==> src/rtl/agc_pkg.sv <==
`timescale 1ns/1ps
package agc_pkg;

  typedef enum logic [2:0] {
    SRC_NONE = 3'd0,
    SRC_LIM  = 3'd1,
    SRC_ADC  = 3'd2,
    SRC_DSAT = 3'd3,
    SRC_WDEC = 3'd4,
    SRC_WINC = 3'd5
  } agc_src_e;

  // saturation moves one more than the digital step
  function automatic int dsat_mag(input int step);
    return step + 1;
  endfunction

  // keep an index inside 0..hi
  function automatic int clamp_idx(input int v, input int hi);
    if (v < 0)  return 0;
    if (v > hi) return hi;
    return v;
  endfunction

endpackage

==> src/rtl/agc_occ_counter.sv <==
`timescale 1ns/1ps
module agc_occ_counter #(
  parameter int CNT_W = 3
) (
  input  logic             clk,
  input  logic             rst_n,
  input  logic             clr,
  input  logic             pulse,
  input  logic [CNT_W-1:0] limit,
  output logic [CNT_W-1:0] cnt,
  output logic             qual
);
  localparam logic [CNT_W-1:0] CNT_TOP = {CNT_W{1'b1}};

  always_ff @(posedge clk or negedge rst_n) begin
    if (!rst_n)                         cnt <= '0;
    else if (clr)                       cnt <= '0;
    else if (pulse && (cnt != CNT_TOP)) cnt <= cnt + 1'b1;
  end

  assign qual = (cnt > limit);
endmodule

==> src/rtl/agc_update_timer.sv <==
`timescale 1ns/1ps
module agc_update_timer #(
  parameter int TMR_W = 6
) (
  input  logic             clk,
  input  logic             rst_n,
  input  logic [TMR_W-1:0] period,
  output logic             expire
);
  logic [TMR_W-1:0] tmr;

  assign expire = (tmr == period);

  always_ff @(posedge clk or negedge rst_n) begin
    if (!rst_n)      tmr <= '0;
    else if (expire) tmr <= '0;
    else             tmr <= tmr + 1'b1;
  end
endmodule

==> src/rtl/agc_decide.sv <==
`timescale 1ns/1ps
module agc_decide import agc_pkg::*; #(
  parameter int STEP_W = 4,
  parameter int DW     = 8
) (
  input  logic                 expire,
  input  logic                 lim_q,
  input  logic                 adc_q,
  input  logic                 dsat_q,
  input  logic                 lim_imm_en,
  input  logic                 adc_imm_en,
  input  logic                 pwr_low,
  input  logic                 pwr_high,
  input  logic                 inhibit_inc,
  input  logic                 small_trip,
  input  logic [STEP_W-1:0]    lim_step,
  input  logic [STEP_W-1:0]    adc_step,
  input  logic [STEP_W-1:0]    dig_step,
  input  logic [STEP_W-1:0]    inc_step,
  input  logic [STEP_W-1:0]    dec_step,
  output logic                 fire,
  output agc_src_e             src,
  output logic signed [DW-1:0] req_delta
);
  logic act_now;
  logic inc_ok;
  int   mag;

  assign act_now = expire | (lim_imm_en & lim_q) | (adc_imm_en & adc_q);
  assign inc_ok  = !(inhibit_inc && small_trip);

  // without lim_q/adc_q, act_now can only come from the timer
  always_comb begin
    src = SRC_NONE;
    mag = 0;
    if (act_now) begin
      if (lim_q) begin
        src = SRC_LIM;  mag = -int'(lim_step);
      end else if (adc_q) begin
        src = SRC_ADC;  mag = -int'(adc_step);
      end else if (dsat_q) begin
        src = SRC_DSAT; mag = -dsat_mag(int'(dig_step));
      end else if (pwr_high) begin
        src = SRC_WDEC; mag = -int'(dec_step);
      end else if (pwr_low && inc_ok) begin
        src = SRC_WINC; mag = int'(inc_step);
      end
    end
  end

  assign fire      = (src != SRC_NONE);
  assign req_delta = DW'(mag);
endmodule

==> src/rtl/agc_index_reg.sv <==
`timescale 1ns/1ps
module agc_index_reg import agc_pkg::*; #(
  parameter int IDX_W    = 7,
  parameter int DW       = 8,
  parameter int MAX_IDX  = 76,
  parameter int INIT_IDX = 40
) (
  input  logic                 clk,
  input  logic                 rst_n,
  input  logic                 fire,
  input  logic signed [DW-1:0] req_delta,
  output logic [IDX_W-1:0]     gain_idx,
  output logic                 chg_valid,
  output logic signed [DW-1:0] chg_delta
);
  int sum_i;
  int nxt_i;

  always_comb begin
    sum_i = int'(gain_idx) + int'(req_delta);
    nxt_i = clamp_idx(sum_i, MAX_IDX);
  end

  always_ff @(posedge clk or negedge rst_n) begin
    if (!rst_n) begin
      gain_idx  <= IDX_W'(INIT_IDX);
      chg_valid <= 1'b0;
      chg_delta <= '0;
    end else begin
      chg_valid <= fire;
      if (fire) begin
        gain_idx  <= IDX_W'(nxt_i);
        chg_delta <= DW'(nxt_i - int'(gain_idx));
      end
    end
  end
endmodule

==> src/rtl/agc_peak_arbiter.sv <==
`timescale 1ns/1ps
module agc_peak_arbiter import agc_pkg::*; #(
  parameter int IDX_W    = 7,
  parameter int MAX_IDX  = 76,
  parameter int INIT_IDX = 40,
  parameter int CNT_W    = 3,
  parameter int TMR_W    = 6,
  parameter int STEP_W   = 4
) (
  input  logic                    clk,
  input  logic                    rst_n,
  input  logic                    lim_big_pls,
  input  logic                    adc_big_pls,
  input  logic                    lim_small_pls,
  input  logic                    adc_small_pls,
  input  logic                    dsat_pls,
  input  logic                    pwr_low,
  input  logic                    pwr_high,
  input  logic [TMR_W-1:0]        upd_period,
  input  logic [CNT_W-1:0]        lim_limit,
  input  logic [CNT_W-1:0]        adc_limit,
  input  logic [CNT_W-1:0]        dsat_limit,
  input  logic                    lim_immed_en,
  input  logic                    adc_immed_en,
  input  logic                    inhibit_inc,
  input  logic [STEP_W-1:0]       lim_dec_step,
  input  logic [STEP_W-1:0]       adc_dec_step,
  input  logic [STEP_W-1:0]       dig_step,
  input  logic [STEP_W-1:0]       win_inc_step,
  input  logic [STEP_W-1:0]       win_dec_step,
  output logic [IDX_W-1:0]        gain_idx,
  output logic                    chg_valid,
  output logic signed [IDX_W:0]   chg_delta
);
  localparam int DW     = IDX_W + 1;
  localparam int N_SRC  = 3;   // 0 limiter, 1 ADC, 2 saturation

  // named internal events for the checker
  logic             expire_w;
  logic             fire_w;
  agc_src_e         src_w;
  logic             clr_w;
  logic             small_trip_w;
  logic             lim_q_w, adc_q_w, dsat_q_w;
  logic [CNT_W-1:0] lim_cnt_w, adc_cnt_w, dsat_cnt_w;
  logic signed [DW-1:0] req_delta_w;

  logic [N_SRC-1:0]            pls_v;
  logic [N_SRC-1:0]            qual_v;
  logic [N_SRC-1:0][CNT_W-1:0] lim_v;
  logic [N_SRC-1:0][CNT_W-1:0] cnt_v;

  assign pls_v = {dsat_pls, adc_big_pls, lim_big_pls};
  assign lim_v = {dsat_limit, adc_limit, lim_limit};
  assign clr_w = fire_w | expire_w;

  for (genvar g = 0; g < N_SRC; g++) begin : g_occ
    agc_occ_counter #(.CNT_W(CNT_W)) u_cnt (
      .clk   (clk),
      .rst_n (rst_n),
      .clr   (clr_w),
      .pulse (pls_v[g]),
      .limit (lim_v[g]),
      .cnt   (cnt_v[g]),
      .qual  (qual_v[g])
    );
  end

  assign lim_q_w    = qual_v[0];
  assign adc_q_w    = qual_v[1];
  assign dsat_q_w   = qual_v[2];
  assign lim_cnt_w  = cnt_v[0];
  assign adc_cnt_w  = cnt_v[1];
  assign dsat_cnt_w = cnt_v[2];

  always_ff @(posedge clk or negedge rst_n) begin
    if (!rst_n)                              small_trip_w <= 1'b0;
    else if (clr_w)                          small_trip_w <= 1'b0;
    else if (lim_small_pls || adc_small_pls) small_trip_w <= 1'b1;
  end

  agc_update_timer #(.TMR_W(TMR_W)) u_tmr (
    .clk    (clk),
    .rst_n  (rst_n),
    .period (upd_period),
    .expire (expire_w)
  );

  agc_decide #(.STEP_W(STEP_W), .DW(DW)) u_dec (
    .expire      (expire_w),
    .lim_q       (lim_q_w),
    .adc_q       (adc_q_w),
    .dsat_q      (dsat_q_w),
    .lim_imm_en  (lim_immed_en),
    .adc_imm_en  (adc_immed_en),
    .pwr_low     (pwr_low),
    .pwr_high    (pwr_high),
    .inhibit_inc (inhibit_inc),
    .small_trip  (small_trip_w),
    .lim_step    (lim_dec_step),
    .adc_step    (adc_dec_step),
    .dig_step    (dig_step),
    .inc_step    (win_inc_step),
    .dec_step    (win_dec_step),
    .fire        (fire_w),
    .src         (src_w),
    .req_delta   (req_delta_w)
  );

  agc_index_reg #(
    .IDX_W(IDX_W), .DW(DW), .MAX_IDX(MAX_IDX), .INIT_IDX(INIT_IDX)
  ) u_idx (
    .clk       (clk),
    .rst_n     (rst_n),
    .fire      (fire_w),
    .req_delta (req_delta_w),
    .gain_idx  (gain_idx),
    .chg_valid (chg_valid),
    .chg_delta (chg_delta)
  );
endmodule

==> config.mk <==
export PLATFORM = sky130hd
export DESIGN_NAME = agc_peak_arbiter
export DESIGN_NICKNAME = d
export VERILOG_FILES = /design/src/rtl/agc_pkg.sv /design/src/rtl/agc_occ_counter.sv /design/src/rtl/agc_update_timer.sv /design/src/rtl/agc_decide.sv /design/src/rtl/agc_index_reg.sv /design/src/rtl/agc_peak_arbiter.sv
export SDC_FILE = /design/constraint.sdc
export NUM_CORES = 1
export LEC_CHECK = 0
export ABC_CLOCK_PERIOD_IN_PS = 13400
export CELL_PAD_IN_SITES_DETAIL_PLACEMENT = 1
export CELL_PAD_IN_SITES_GLOBAL_PLACEMENT = 1
export CORE_AREA = 10 10 96 98
export CTS_CLUSTER_DIAMETER = 200
export CTS_CLUSTER_SIZE = 20
export DETAILED_ROUTE_END_ITERATION = 6
export DIE_AREA = 0 0 106 108
export HOLD_SLACK_MARGIN = 0.02
export MAX_ROUTING_LAYER = met4
export PLACE_DENSITY = 0.88
export SLEW_MARGIN = 40
export SYNTH_ARGS = -nofsm -noshare
export SYNTH_HDL_FRONTEND = slang
export SYNTH_SLANG_ARGS = --single-unit
==> constraint.sdc <==
create_clock -name clk -period 13.4 [get_ports clk]
set_input_delay 2.68 -clock clk [delete_from_list [all_inputs] [get_ports clk]]
set_output_delay 2.68 -clock clk [all_outputs]
set_load 0.005 [all_outputs]
==> summary.txt <==
CTS
  • Clock root buffer: clkbuf_8
  • Post-CTS resize count: 0
  • Clk slew on worst S/H paths: 60 ps
  • Clock buffer depth: 2
  • Hold Buf Count CTS: 0
  • H-tree levels: 2
  • CTS Buf Count: 5
  • Skew-Pair Late Insertion Delay: 280 ps
  • CTS sink cnt: 32
  • Post-CTS Setup Repair Bufs: 0
  • CTS tree: yes

Die
  • Num ports: 63
  • Die X-Extent: 106 um
  • Die area: 11400 um^2
  • Die Span Y: 108 um
  • Starting Density: 40.5%
  • FP Rows: 32
  • Core area: 7450 um^2

Setup path
  • Largest delay share family, worst path: compound AO/OA/AOI/OAI gates
  • CP max FO: 13
  • Worst setup SP type: input port
  • Bufs and invs on worst path: 2
  • WS Path Type: in2reg
  • Critical Path AT: 8400 ps
  • Nature of the critical path endpoint: register
  • CP max-delay cell: nor2_1
  • Most frequent CP cell: a211oi_1
  • Crit path largest cell delay: 650 ps
  • WP data required: 13560 ps

Routing
  • Vias: 2759
  • Via density: 5.41
  • Met2 wire len: 4710 um
  • DRC viols: 0
  • Top Metal Used: met4
  • DRT iter0 DRCs: 69
  • Wirelength per Cell: 17.6 um
  • First-pass detailed-route iteration total: 5
  • M1 wire length: 3810 um
  • Met3 Wirelength: 375 um
  • WL final: 8980 um
  • Post-route ant nets: 0

Synthesis
  • Syn nets: 432
  • Main synth FF type: dfrtp_1
  • Register bit total from synthesis: 32
  • Post-Syn Instances: 345
  • Area leader, netlist: dfrtp_1
  • Top cell type's share of synthesized area: 24.9%
  • Top post-synthesis cells by count: ha_1, nor2_1, inv_1
  • Post-synthesis sequential area ratio: 26.6%
  • Most common cell in the netlist: ha_1
  • Count of different cell masters after synthesis: 61
  • Post-Syn Area: 3020 um^2
  • Syn_area_per_cell: 8.74 um^2
  • Post-synth EDFFs: 0
  • Total number of yosys warnings: 0
  • FFs w/ async S/R, synth: 100%
  • Synth top area cells: dfrtp_1, ha_1, xnor2_1

Placed design
  • Pre-CTS setup slack: 4930 ps
  • IO Port Bufs: 62
  • Post-DP HPWL: 7340 um
  • GPL Wtd Cong: 0.890

STA
  • Setup Skew: 2.55 ps
  • Max-slew headroom: 46.8%
  • Final hold vios: 0
  • Final worst setup slack: 5150 ps
  • Final min period: 8250 ps
  • Least-Margin Pin Slew: 795 ps
  • Final setup vio count: 0
  • Max Freq: 121 MHz
  • Final-report max-slew violation count: 0
  • Setup TNS: 0 ps
  • Unrepaired setup endpoints after global routing: no
  • Period Utilization, post-route: 61.5%

Power and ir drop
  • Max IR drop VDD: 0.201 mV
  • Leak pwr: 1.76 nW
  • PwrDens: 248 nW/um^2

Final layout
  • Ant. Diodes: 0
  • Fillers: 906
  • Area growth from synthesis to layout: 27.4%
  • Layout cells sized above 1: 6.37%
  • Multi-input logic area: 2040 um^2
  • Seq. cell area: 803 um^2
  • Nets: 495

GRT
  • Number of global-route vias before repair: 3047
  • Antenna violations before repair: 0
  • Global route overflow: 0
  • Global-route wire length before repair: 15100 um
  • GR Util All Layers: 16.4%
  • Pin count of the biggest net entering global routing: 33

Job
  • Total of max-cap violations: 0

Run status
  • Outcome: finished clean

Hold path
  • Min-Delay Path Class: reg2reg
==> through the flow <==
| step | cells | cell area [um^2] | util, % | hold WS [ps] | power, mW |
|---|---|---|---|---|---|
| floorplan | 345 | 3020 | - | 466 | 0.676 |
| global placement | 503 | 3740 | 50.3 | 470 | 0.837 |
| detailed placement | 503 | 3740 | 50.3 | 470 | 0.870 |
| CTS | 510 | 3840 | 51.6 | 485 | 0.962 |
| global route | 510 | 3840 | 51.6 | 533 | 1.05 |
| finish | 510 | 3840 | 51.6 | 480 | 0.954 |
==> routing by layer <==
metal | vias to the layer above | global-route usage, %
met5 | - | -
met4 | 0 | 2.32
met3 | 9 | 3.51
met2 | 63 | 30.2
met1 | 1335 | 18.3
li1 | 1352 | -
==> sequential cells by signal (all words and copies together) (netlist names) <==
| name | flops |
|---|---|
| u_idx.gain_idx | 7 |
| u_idx.chg_valid | 1 |
| u_idx.chg_delta | 8 |
| g_occ.u_cnt.cnt | 9 |
| u_tmr.tmr | 6 |
| small_trip_w | 1 |
==> layout by cell type (no fill, tap or decap), types with 2 or more instances in the layout <==
cell type,instances
a211o_1,2
a211oi_1,12
a21boi_0,2
a21o_1,6
a21oi_1,15
a221oi_2,2
a31o_1,5
and2_1,5
buf_4,3
clkbuf_8,7
clkdlybuf4s50_1,62
dfrtp_1,30
dfstp_2,2
fa_1,2
ha_1,38
inv_1,32
mux2i_1,6
nand2_1,24
nand2b_1,6
nand3_1,9
nand3b_1,4
nand4_1,3
nor2_1,36
nor2b_1,2
nor3_1,7
o211a_1,2
o21a_1,4
o21ai_0,11
o21ai_1,6
o221ai_1,4
o22a_1,2
or3_1,2
xnor2_1,20
xor2_1,8
==> area by class of cell <==
cell class,count,area share [%]
multi-input combinational,270,53.2
sequential,32,20.9
timing repair buffer,65,16.7
inverter,34,3.32
tap,102,3.32
clock buffer,7,2.51
==> worst min-delay path, cell delays in order, from the launching register on <==
cell and delay, ps:
dfrtp_1 340, nand2_1 40, o21ai_0 60
==> logic make-up after synthesis <==
family | synth area share, %
xor gates and xnor gates | 9.05
AOI/OAI and AO/OA | 21.8
DFF | 26.6
buffers and inverters | 5.60
and+or+nand+nor | 17.8
muxes | 1.99
adders and majority gates | 17.1
==> report_power, final <==
| group | switching, mW | internal (mW) | total [mW] |
|---|---|---|---|
| combinational | 0.377 | 0.316 | 0.693 |
| clock | 0.0344 | 0.0457 | 0.0802 |
| sequential | 0.0378 | 0.143 | 0.180 |
| total | 0.449 | 0.504 | 0.954 |
==> final timing paths <==
check / startpoint / end / slack [ps] / depth (start not counted)
worst max-delay path: dsat_limit[1] / u_idx.chg_delta[6] / 5150 / 27
worst min-delay path: u_idx.chg_delta[1] / u_idx.chg_delta[1] / 480 / 2
worst max register to register: g_occ[2].u_cnt.cnt[0] / u_idx.chg_delta[6] / 7610 / 26
worst min register to register: u_idx.chg_delta[1] / u_idx.chg_delta[1] / 480 / 2
max in group asynchronous: rst_n / u_idx.gain_idx[5] / 10270 / 2
min in group asynchronous: rst_n / u_idx.chg_delta[4] / 2800 / 2
Note: power is estimated with default switching activity, not from simulation.
